**config.mk**
```make
export PLATFORM = sky130hd
export DESIGN_NAME = sec_level_gate
export DESIGN_NICKNAME = d
export VERILOG_FILES = /design/src/rtl/sec_gate_pkg.sv /design/src/rtl/sec_level_fsm.sv /design/src/rtl/sec_perm_matrix.sv /design/src/rtl/sec_boot_cfg.sv /design/src/rtl/sec_level_gate.sv
export SDC_FILE = /design/constraint.sdc
export NUM_CORES = 1
export LEC_CHECK = 0
export BUFFER_PORTS_ARGS = -buffer_cell sky130_fd_sc_hd__buf_2
export CORE_UTILIZATION = 56
export DETAILED_ROUTE_END_ITERATION = 10
export GPL_ROUTABILITY_DRIVEN = 0
export PLACE_DENSITY = 0.95
export SLEW_MARGIN = 25
export SYNTH_ARGS = -nofsm -noshare
export SYNTH_HDL_FRONTEND = slang
export SYNTH_SLANG_ARGS = --single-unit
```
**constraint.sdc**
```tcl
create_clock -name clk -period 3.2 [get_ports clk]
set_input_delay 0.16 -clock clk [delete_from_list [all_inputs] [get_ports clk]]
set_output_delay 0.16 -clock clk [all_outputs]
set_load 0.05 [all_outputs]
```
**src/rtl/sec_gate_pkg.sv**
```systemverilog
package sec_gate_pkg;

    localparam int BYTE_W = 8;
    localparam int OP_W   = 4;

    // operation class codes
    localparam logic [OP_W-1:0] OP_MEM_RD     = 4'd0;
    localparam logic [OP_W-1:0] OP_MEM_WR     = 4'd1;
    localparam logic [OP_W-1:0] OP_BLK_ERASE  = 4'd2;
    localparam logic [OP_W-1:0] OP_CFG_WR     = 4'd3;
    localparam logic [OP_W-1:0] OP_CFG_RD     = 4'd4;
    localparam logic [OP_W-1:0] OP_SEC_WR     = 4'd5;
    localparam logic [OP_W-1:0] OP_ID_RD      = 4'd6;
    localparam logic [OP_W-1:0] OP_FULL_ERASE = 4'd7;
    localparam logic [OP_W-1:0] OP_BLANK_CHK  = 4'd8;

    // encoded protection levels
    localparam logic [BYTE_W-1:0] CODE_OPEN   = 8'hFF;
    localparam logic [BYTE_W-1:0] CODE_WPROT  = 8'hFE;
    localparam logic [BYTE_W-1:0] CODE_LOCKED = 8'hFC;

    // reply bytes
    localparam logic [BYTE_W-1:0] REPLY_NONE    = 8'h00;
    localparam logic [BYTE_W-1:0] REPLY_WR_DENY = 8'h50;
    localparam logic [BYTE_W-1:0] REPLY_RD_DENY = 8'h4C;

    typedef enum logic [1:0] {
        LVL_OPEN   = 2'd0,
        LVL_WPROT  = 2'd1,
        LVL_LOCKED = 2'd2
    } lvl_e;

    // rank of a level code: 0..2, 3 for a byte that is no level
    function automatic logic [1:0] code_rank(input logic [BYTE_W-1:0] code);
        logic [1:0] r;
        unique case (code)
            CODE_OPEN:   r = 2'd0;
            CODE_WPROT:  r = 2'd1;
            CODE_LOCKED: r = 2'd2;
            default:     r = 2'd3;
        endcase
        return r;
    endfunction

endpackage

```
**src/rtl/sec_level_fsm.sv**
```systemverilog
module sec_level_fsm
    import sec_gate_pkg::*;
(
    input  logic              clk,
    input  logic              rst_n,
    input  logic              raise_i,
    input  lvl_e              target_i,
    input  logic              wipe_i,
    output lvl_e              lvl_o,
    output logic [BYTE_W-1:0] code_o
);

    lvl_e cur_q;
    lvl_e nxt;

    // state register
    always_ff @(posedge clk or negedge rst_n) begin
        if (!rst_n) begin
            cur_q <= LVL_OPEN;
        end else begin
            cur_q <= nxt;
        end
    end

    // transitions: WIPE has priority, RAISE_WP / RAISE_LK only move up
    always_comb begin
        nxt = cur_q;
        if (wipe_i) begin
            nxt = LVL_OPEN;
        end else if (raise_i) begin
            unique case (cur_q)
                LVL_OPEN: begin
                    if (target_i != LVL_OPEN) begin
                        nxt = target_i;
                    end
                end
                LVL_WPROT: begin
                    if (target_i == LVL_LOCKED) begin
                        nxt = LVL_LOCKED;
                    end
                end
                LVL_LOCKED: nxt = LVL_LOCKED;
                default:    nxt = LVL_OPEN;
            endcase
        end
    end

    // outputs
    always_comb begin
        lvl_o = cur_q;
        unique case (cur_q)
            LVL_OPEN:   code_o = CODE_OPEN;
            LVL_WPROT:  code_o = CODE_WPROT;
            LVL_LOCKED: code_o = CODE_LOCKED;
            default:    code_o = CODE_OPEN;
        endcase
    end

endmodule

```
**src/rtl/sec_perm_matrix.sv**
```systemverilog
module sec_perm_matrix
    import sec_gate_pkg::*;
(
    input  lvl_e              lvl_i,
    input  logic [OP_W-1:0]   op_i,
    input  logic [BYTE_W-1:0] data_i,
    output logic              grant_o,
    output logic [BYTE_W-1:0] err_o,
    output logic              raise_o,
    output lvl_e              target_o,
    output logic              wipe_o
);

    logic       is_read, is_write, is_free, is_sec;
    logic       allow_rd, allow_wr;
    logic [1:0] want_rank;
    logic       sec_ok;

    // operation classification
    always_comb begin
        is_read  = (op_i == OP_MEM_RD) || (op_i == OP_CFG_RD);
        is_write = (op_i == OP_MEM_WR) || (op_i == OP_BLK_ERASE) ||
                   (op_i == OP_CFG_WR);
        is_free  = (op_i == OP_ID_RD) || (op_i == OP_BLANK_CHK) ||
                   (op_i == OP_FULL_ERASE);
        is_sec   = (op_i == OP_SEC_WR);
    end

    // per-level allow rules
    always_comb begin
        unique case (lvl_i)
            LVL_OPEN:   begin allow_rd = 1'b1; allow_wr = 1'b1; end
            LVL_WPROT:  begin allow_rd = 1'b1; allow_wr = 1'b0; end
            LVL_LOCKED: begin allow_rd = 1'b0; allow_wr = 1'b0; end
            default:    begin allow_rd = 1'b0; allow_wr = 1'b0; end
        endcase
    end

    // security write: requested rank must be a level and strictly higher
    always_comb begin
        want_rank = code_rank(data_i);
        sec_ok    = (want_rank != 2'd3) && (want_rank > 2'(lvl_i));
        unique case (want_rank)
            2'd1:    target_o = LVL_WPROT;
            2'd2:    target_o = LVL_LOCKED;
            default: target_o = LVL_OPEN;
        endcase
    end

    always_comb begin
        grant_o = is_free || (is_read && allow_rd) ||
                  (is_write && allow_wr) || (is_sec && sec_ok);
        if (grant_o) begin
            err_o = REPLY_NONE;
        end else if (is_read) begin
            err_o = REPLY_RD_DENY;
        end else begin
            err_o = REPLY_WR_DENY;
        end
        raise_o = is_sec && sec_ok;
        wipe_o  = (op_i == OP_FULL_ERASE);
    end

endmodule

```
**src/rtl/sec_boot_cfg.sv**
```systemverilog
module sec_boot_cfg
    import sec_gate_pkg::*;
#(
    parameter logic [BYTE_W-1:0] RST_STATUS = 8'hFF,
    parameter logic [BYTE_W-1:0] RST_VECTOR = 8'hFC
) (
    input  logic              clk,
    input  logic              rst_n,
    input  logic              wr_en_i,
    input  logic              sel_i,
    input  logic [BYTE_W-1:0] data_i,
    input  logic              wipe_i,
    output logic [BYTE_W-1:0] status_o,
    output logic [BYTE_W-1:0] vector_o
);

    always_ff @(posedge clk or negedge rst_n) begin
        if (!rst_n) begin
            status_o <= RST_STATUS;
            vector_o <= RST_VECTOR;
        end else if (wipe_i) begin
            status_o <= RST_STATUS;
            vector_o <= RST_VECTOR;
        end else if (wr_en_i) begin
            if (sel_i) begin
                vector_o <= data_i;
            end else begin
                status_o <= data_i;
            end
        end
    end

endmodule

```
**src/rtl/sec_level_gate.sv**
```systemverilog
module sec_level_gate
    import sec_gate_pkg::*;
#(
    parameter logic [BYTE_W-1:0] RST_STATUS = 8'hFF,
    parameter logic [BYTE_W-1:0] RST_VECTOR = 8'hFC
) (
    input  logic              clk,
    input  logic              rst_n,
    input  logic              req_valid,
    input  logic [OP_W-1:0]   req_op,
    input  logic [BYTE_W-1:0] req_data,
    input  logic              req_cfg_sel,
    output logic              rsp_valid,
    output logic              rsp_grant,
    output logic [BYTE_W-1:0] rsp_err,
    output logic [BYTE_W-1:0] sec_level,
    output logic [BYTE_W-1:0] boot_status,
    output logic [BYTE_W-1:0] boot_vector
);

    lvl_e              lvl;
    lvl_e              target;
    logic              grant, raise, wipe;
    logic [BYTE_W-1:0] err;

    sec_perm_matrix u_matrix (
        .lvl_i    (lvl),
        .op_i     (req_op),
        .data_i   (req_data),
        .grant_o  (grant),
        .err_o    (err),
        .raise_o  (raise),
        .target_o (target),
        .wipe_o   (wipe)
    );

    sec_level_fsm u_fsm (
        .clk      (clk),
        .rst_n    (rst_n),
        .raise_i  (req_valid && raise),
        .target_i (target),
        .wipe_i   (req_valid && wipe),
        .lvl_o    (lvl),
        .code_o   (sec_level)
    );

    sec_boot_cfg #(
        .RST_STATUS (RST_STATUS),
        .RST_VECTOR (RST_VECTOR)
    ) u_cfg (
        .clk      (clk),
        .rst_n    (rst_n),
        .wr_en_i  (req_valid && grant && (req_op == OP_CFG_WR)),
        .sel_i    (req_cfg_sel),
        .data_i   (req_data),
        .wipe_i   (req_valid && wipe),
        .status_o (boot_status),
        .vector_o (boot_vector)
    );

    // one-cycle registered response
    always_ff @(posedge clk or negedge rst_n) begin
        if (!rst_n) begin
            rsp_valid <= 1'b0;
            rsp_grant <= 1'b0;
            rsp_err   <= REPLY_NONE;
        end else begin
            rsp_valid <= req_valid;
            rsp_grant <= req_valid && grant;
            rsp_err   <= req_valid ? err : REPLY_NONE;
        end
    end

endmodule

```
==> results of run 1 <==
-- cell type report --
type	instances	area (sq um)
sequential	23	593
tap	31	38.8
fill	249	957
multi-input combinational	161	980
inverter	12	45.0
timing repair buffer	41	213
clock buffer	4	26.3
-- cells in the mapped netlist, types with 4 or more instances --
cell type / instances / area share [%]
a41oi_1: 4 / 2.0
buf_2: 4 / 1.2
a21oi_1: 10 / 2.9
o31a_1: 4 / 2.0
buf_4: 11 / 4.8
o21ai_0: 8 / 2.3
o221ai_1: 6 / 3.0
nor3_1: 17 / 4.9
dfrtp_1: 9 / 13
nand2_1: 21 / 4.5
nor2_1: 35 / 7.6
dfstp_2: 14 / 21
ha_1: 10 / 7.2
nand3_1: 4 / 1.2
clkbuf_1: 6 / 1.3
inv_1: 12 / 2.6
-- per-layer routing --
| layer | vias to the layer above | GRT usage (%) |
|---|---|---|
| li1 | 791 | - |
| met4 | 0 | 8.84 |
| met1 | 773 | 30.0 |
| met2 | 68 | 43.9 |
| met5 | - | 0 |
| met3 | 4 | 4.24 |
-- worst max-delay path, cell delays in order --
cell,delay (ns)
buf_2,0.11
nand4_1,0.16
or3_1,0.40
nor2_1,0.20
inv_1,0.11
ha_1,0.25
o21ai_0,0.17
nand2_1,0.07
ha_1,0.30
nor2b_1,0.14
o2111ai_2,0.16
and3b_1,0.23
or2_4,0.33
a211oi_1,0.22
-- worst max-delay path by stage --
stage | cells past startpoint | endpoint | from | slack (ns)
finish | 14 | rsp_err[4]$_DFF_PN0_ | req_data[4] | 0.42
global route | 14 | u_cfg.vector_o[3]$_DFFE_PN1P_ | req_data[4] | 0.18
CTS | 14 | rsp_err[4]$_DFF_PN0_ | req_data[4] | 0.44
detailed placement | 14 | rsp_err[4]$_DFF_PN0_ | req_data[4] | 0.13
global placement | 14 | rsp_err[4]$_DFF_PN0_ | req_data[4] | 0.23
floorplan | 14 | u_cfg.vector_o[4]$_DFFE_PN1P_ | req_data[3] | 0.44
-- kinds of logic (layout without fill, tap and decap cells) --
logic type / after synthesis / after routing / share of synthesized area (%)
buf+inv: 35 / 57 / 11.1
fa+ha+maj: 10 / 10 / 7.21
flops: 23 / 23 / 34.2
other cells: 2 / 10 / 0.433
mux: 3 / 3 / 1.73
compound gates: 49 / 49 / 22.2
simple gates: 89 / 89 / 23.1
-- power by group --
| part | switching (mW) | internal, mW |
|---|---|---|
| Clock | 0.0901 | 0.0488 |
| Combinational | 0.177 | 0.0566 |
| Sequential | 0.0138 | 0.319 |
-- registers in the layout, indices dropped and copies added, names as in the netlist --
register,flops
u_cfg.status_o,8
u_cfg.vector_o,8
rsp_err,3
u_fsm.lvl_o,2
rsp_grant,1
rsp_valid,1
==> flow_metrics.py, run 1 <==
metrics = {
    "setup_path": {
        "end_kind": "register",
        "worst_ep_required_time_ns": 3.43,
        "timing.rr.start": "u_fsm.lvl_o[0]$_DFFE_PN0P_",
        "r2r_slack_ns": 0.96,
        "r2r-end": "rsp_err[4]$_DFF_PN0_",
        "worst_ep_arrival_time_ns": 3.02,
        "worstPathMaxFanout": 12,
        "reg2reg_depth": 7,
        "path_class": "input port to register",
        "critPathLaunchType": "input port",
    },
    "job": {
        "max-cap-violations": 0,
    },
    "power": {
        "ir_worst_vdd_uv": 258,
        "powerDensity_nw_per_um2": 372,
        "power.leakage_nw": 0.857,
        "finalPower_uw": 705,
    },
    "sta": {
        "fin_skew_ns": 0.00438,
        "hold_viol": 0,
        "final.setup.worst_slack_ns": 0.418,
        "setup_tns_ns": 0,
        "fmaxAchievable_ghz": 0.360,
        "drv_slew": 0,
        "post-route-period-util_pct": 86.9,
        "period_needed_ns": 2.78,
        "tightestPinTransition_ns": 0.638,
        "slew_headroom_pct": 57.5,
        "rsz0062_at_grt": "no",
        "setup_violations": 0,
        "whs_ns": 0.00392,
    },
    "clock_network": {
        "path_clk_slew_ns": 0.12,
        "clk_latency_ns": 0.32,
        "cts_tree": "yes",
        "cts_made_buffers": 3,
        "htreeDepth": 1,
        "cts_resized": 0,
        "postCtsHoldBufs": 1,
        "cts_root_buffer": "clkbuf_4",
        "cts.sinks": 23,
        "cts_buffer_depth": 2,
        "postCtsSetupBuffers": 0,
    },
    "route": {
        "drt_iter0_drc": 113,
        "finalWirelength_mm": 3.81,
        "firstDrtPassIters": 7,
        "wire_per_inst_microns": 14.0,
        "routed.top_layer": "met4",
        "route.detailed.drc": 5,
        "ant_nets": 0,
        "vias_per_cell": 6.01,
        "met1_length_mm": 1.57,
        "wl_met3_microns": 290,
        "num_vias": 1636,
        "wl_met2_mm": 1.92,
    },
    "floorplan": {
        "rows": 19,
        "core_area_sq_um": 2850,
        "die_y_microns": 57.7,
        "start_util_pct": 60.8,
        "boundaryPins": 50,
        "die-area_sq_um": 3330,
        "die_width_microns": 57.7,
    },
    "global_routing": {
        "antenna_found_initial": 0,
        "grtUsageTotal_pct": 24.6,
        "grt_pass1_wl_mm": 6.36,
        "grt_max_degree": 34,
        "grt_pass1_vias": 1514,
        "grt_overflow": 0,
    },
    "place": {
        "placedInstanceArea_sq_um": 1860,
        "post-place-ws_ns": 0.128,
        "hpwl_mm": 2.76,
        "portBuffers": 39,
        "dp_cells": 267,
    },
    "synth": {
        "avgSynthCellArea_sq_um": 8.22,
        "synthFlopType": "dfstp_2",
        "synth_edf_count": 0,
        "synthesis.area_sq_um": 1740,
        "yosys_register_bits": 23,
        "syn_inst": 211,
        "ys_warn_count": 0,
        "async_flop_share_pct": 100,
        "seq_area_frac_synth_pct": 34.2,
        "synth_cell_types": 40,
    },
    "finish": {
        "finalNetCount": 268,
        "final_cell_mix": "buf_2 (39), nor2_1 (35), nand2_1 (21)",
        "drive_gt1_share_pct": 27.0,
        "finalNonFillerCells": 272,
        "final_common_cell": "buf_2",
        "syn_to_final_growth_pct": 9.23,
        "antennaDiodeCount": 0,
        "post-route-util_pct": 66.4,
        "stdcell_area_sq_um": 1900,
    },
    "hold_path": {
        "whs_path_depth": 1,
        "hp-start": "req_valid",
        "hold_class": "input port to register",
        "hold_path_end": "rsp_valid$_DFF_PN0_",
    },
    "outcome": {
        "failed_checks": "design-rule violations",
        "run_status": "finished with violations",
    },
}
No activity file was read; power rests on OpenSTA's default activity.
==> inputs of run 2 (changes only) <==
CORE_UTILIZATION = 55   (was 56)
SYNTH_HIERARCHICAL = 1   (was default)
==> run 2 against run 1 <==
Net effect: sequential power increased by 37%; largest power group unchanged; highest routed layer unchanged; register-to-register slack got worse by 0.44 ns; critical path type is now register to register; cell area decreased by 5.4%; the run now ends clean; largest cell class unchanged.
==> flow_metrics.py, run 2 <==
metrics = {
    "outcome": {
        "run_status": "completed",
    },
    "floorplan": {
        "start_util_pct": 57.6,
        "die_width_microns": 55.5,
        "rows": 19,
        "core_area_sq_um": 2730,
        "boundaryPins": 50,
        "die_y_microns": 55.5,
        "die-area_sq_um": 3080,
    },
    "synth": {
        "synth_top_area_share_pct": 23.4,
        "synth_cell_types": 41,
        "synthTopCellsByArea": "dfstp_2 (23%), dfrtp_1 (22%), buf_4 (5.2%)",
        "ys_warn_count": 6,
        "netlist_top_cells_count": "nor2_1 (21), dfrtp_1 (14), dfstp_2 (14)",
        "synthFlopType": "dfstp_2",
        "async_flop_share_pct": 100,
        "synth_top_area_cell": "dfstp_2",
        "seq_area_frac_synth_pct": 45.6,
        "yosys_register_bits": 28,
        "synth_edf_count": 0,
        "avgSynthCellArea_sq_um": 10.3,
        "synthesis.area_sq_um": 1580,
        "syn_inst": 153,
        "yosys.cell_count.top_type": "nor2_1",
    },
    "finish": {
        "reg_top3": "rsp_err: 8 flops, u_cfg/status_o: 8 flops, u_cfg/vector_o: 8 flops",
        "stdcell_area_sq_um": 1790,
        "post-route-util_pct": 65.6,
        "finalNetCount": 215,
        "final_common_cell": "buf_2",
        "drive_gt1_share_pct": 37.0,
        "finalNonFillerCells": 223,
        "fillers": 221,
        "syn_to_final_growth_pct": 13.8,
        "final_cell_mix": "buf_2 (43), nor2_1 (21), dfrtp_1 (14), dfstp_2 (14)",
        "antennaDiodeCount": 0,
    },
    "global_routing": {
        "antenna_found_initial": 0,
        "grt_max_degree": 29,
        "grt_overflow": 0,
        "grtUsageTotal_pct": 19.9,
        "grt_pass1_vias": 1172,
        "grt_pass1_wl_mm": 4.94,
    },
    "sta": {
        "final.setup.worst_slack_ns": 0.519,
        "setup_violations": 0,
        "rsz0062_at_grt": "no",
        "setup_tns_ns": 0,
        "tightestPinTransition_ns": 0.601,
        "whs_ns": 0.0340,
        "slew_headroom_pct": 59.9,
        "period_needed_ns": 2.68,
        "drv_slew": 0,
        "hold_viol": 0,
        "post-route-period-util_pct": 83.8,
        "fmaxAchievable_ghz": 0.373,
        "fin_skew_ns": 0.000796,
    },
    "setup_path": {
        "timing.rr.start": "u_fsm/lvl_o[1]$_DFFE_PN0P_",
        "worst_ep_arrival_time_ns": 2.93,
        "r2r_slack_ns": 0.52,
        "worst_ep_required_time_ns": 3.45,
        "critPathLaunchType": "register",
        "end_kind": "register",
        "worstPathMaxFanout": 13,
        "r2r-end": "u_cfg/status_o[2]$_DFFE_PN1P_",
        "path_class": "register to register",
        "reg2reg_depth": 9,
    },
    "power": {
        "power.leakage_nw": 0.885,
        "ir_worst_vdd_uv": 440,
        "finalPower_mw": 1.07,
        "powerDensity_nw_per_um2": 598,
    },
    "route": {
        "wire_per_inst_microns": 13.1,
        "vias_per_cell": 5.39,
        "num_vias": 1203,
        "drt_iter0_drc": 56,
        "finalWirelength_mm": 2.92,
        "firstDrtPassIters": 4,
        "route.detailed.drc": 0,
        "ant_nets": 0,
    },
    "clock_network": {
        "cts_resized": 0,
        "clk_latency_ns": 0.32,
        "postCtsHoldBufs": 1,
        "postCtsSetupBuffers": 0,
        "cts.sinks": 28,
        "path_clk_slew_ns": 0.14,
        "cts_root_buffer": "clkbuf_4",
        "cts_tree": "yes",
        "cts_buffer_depth": 2,
        "htreeDepth": 1,
        "cts_made_buffers": 3,
    },
    "place": {
        "placedInstanceArea_sq_um": 1730,
        "hpwl_mm": 2.17,
        "portBuffers": 43,
        "post-place-ws_ns": 0.363,
        "dp_cells": 218,
    },
    "hold_path": {
        "hp-start": "req_valid",
        "hold_path_end": "rsp_valid$_DFF_PN0_",
        "hold_class": "input port to register",
        "whs_path_depth": 1,
    },
    "job": {
        "max-cap-violations": 0,
    },
}
run 2: cell types whose count changed after synthesis, moves of 4 or more:
cell	delta
ha_1	-4
nor2_1	-14
o31a_1	-4
nor3_1	-15
o221ai_1	-6
mux2i_1	+5
and2_1	+11
inv_1	-4
nand2_1	-20
clkbuf_1	-6
a41oi_1	-4
dfrtp_1	+5
o21ai_0	-8
run 2: cells by family (layout without fill, tap and decap cells):
kind of cell | Yosys count | count (layout) | synth area share (%)
buffers and inverters | 26 | 57 | 10.6
flip-flops | 28 | 28 | 45.6
AND/OR/NAND/NOR | 55 | 55 | 20.7
AO/OA/AOI/OAI | 26 | 26 | 11.5
adder cells (fa/ha/maj) | 6 | 6 | 4.77
XOR/XNOR | 1 | 1 | 0.556
other | 2 | 10 | 0.477
multiplexers | 9 | 9 | 5.80
run 2: area by class of cell:
| cell class | count | area, sq um | share of cell area [%] |
|---|---|---|---|
| timing repair buffer | 45 | 233 | 13.0 |
| tap | 31 | 38.8 | 2.16 |
| clock inverter | 1 | 30.0 | 1.67 |
| sequential | 28 | 718 | 40.1 |
| inverter | 8 | 30.0 | 1.67 |
| multi-input combinational | 107 | 721 | 40.2 |
| clock buffer | 3 | 22.5 | 1.26 |
run 2: worst max-delay path, cell delays in order, from the launching register on:
cell	delay [ns]
dfrtp_1	0.44
inv_1	0.09
ha_1	0.33
a221oi_2	0.24
nor3b_4	0.26
or2_1	0.14
and2_4	0.13
and4_1	0.45
nand2b_1	0.30
mux2i_1	0.25
run 2: report_power, final:
part           leakage [nW]  switching [mW]  internal [mW]
combinational         0.525           0.297         0.0912
clock                0.0279          0.0999          0.127
sequential            0.331          0.0251          0.431
run 2: how the worst max path moves through the flow:
stage                                           from                            end  slack [ns]  depth (start not counted)
after global routing      u_fsm/lvl_o[1]$_DFFE_PN0P_  u_cfg/status_o[5]$_DFFE_PN1P_        0.35                          9
after CTS                 u_fsm/lvl_o[1]$_DFFE_PN0P_  u_cfg/status_o[2]$_DFFE_PN1P_        0.50                          9
after detailed placement                 req_data[3]  u_cfg/status_o[2]$_DFFE_PN1P_        0.36                         12
final                     u_fsm/lvl_o[1]$_DFFE_PN0P_  u_cfg/status_o[2]$_DFFE_PN1P_        0.52                          9
after global placement                   req_data[3]  u_cfg/status_o[5]$_DFFE_PN1P_        0.47                         11
after floorplan                          req_data[3]  u_cfg/status_o[0]$_DFFE_PN1P_        0.99                         11
run 2: per-layer routing:
| layer | vias up | track usage (%) | wire, microns | share of wire (%) |
|---|---|---|---|---|
| li1 | 580 | - | - | - |
| met1 | 574 | 26.9 | 1380 | 47 |
| met2 | 47 | 33.2 | 1380 | 47 |
| met3 | 2 | 2.81 | 143 | 4.9 |
| met4 | 0 | 6.43 | 10 | 0.34 |
| met5 | - | 0 | 0 | 0 |
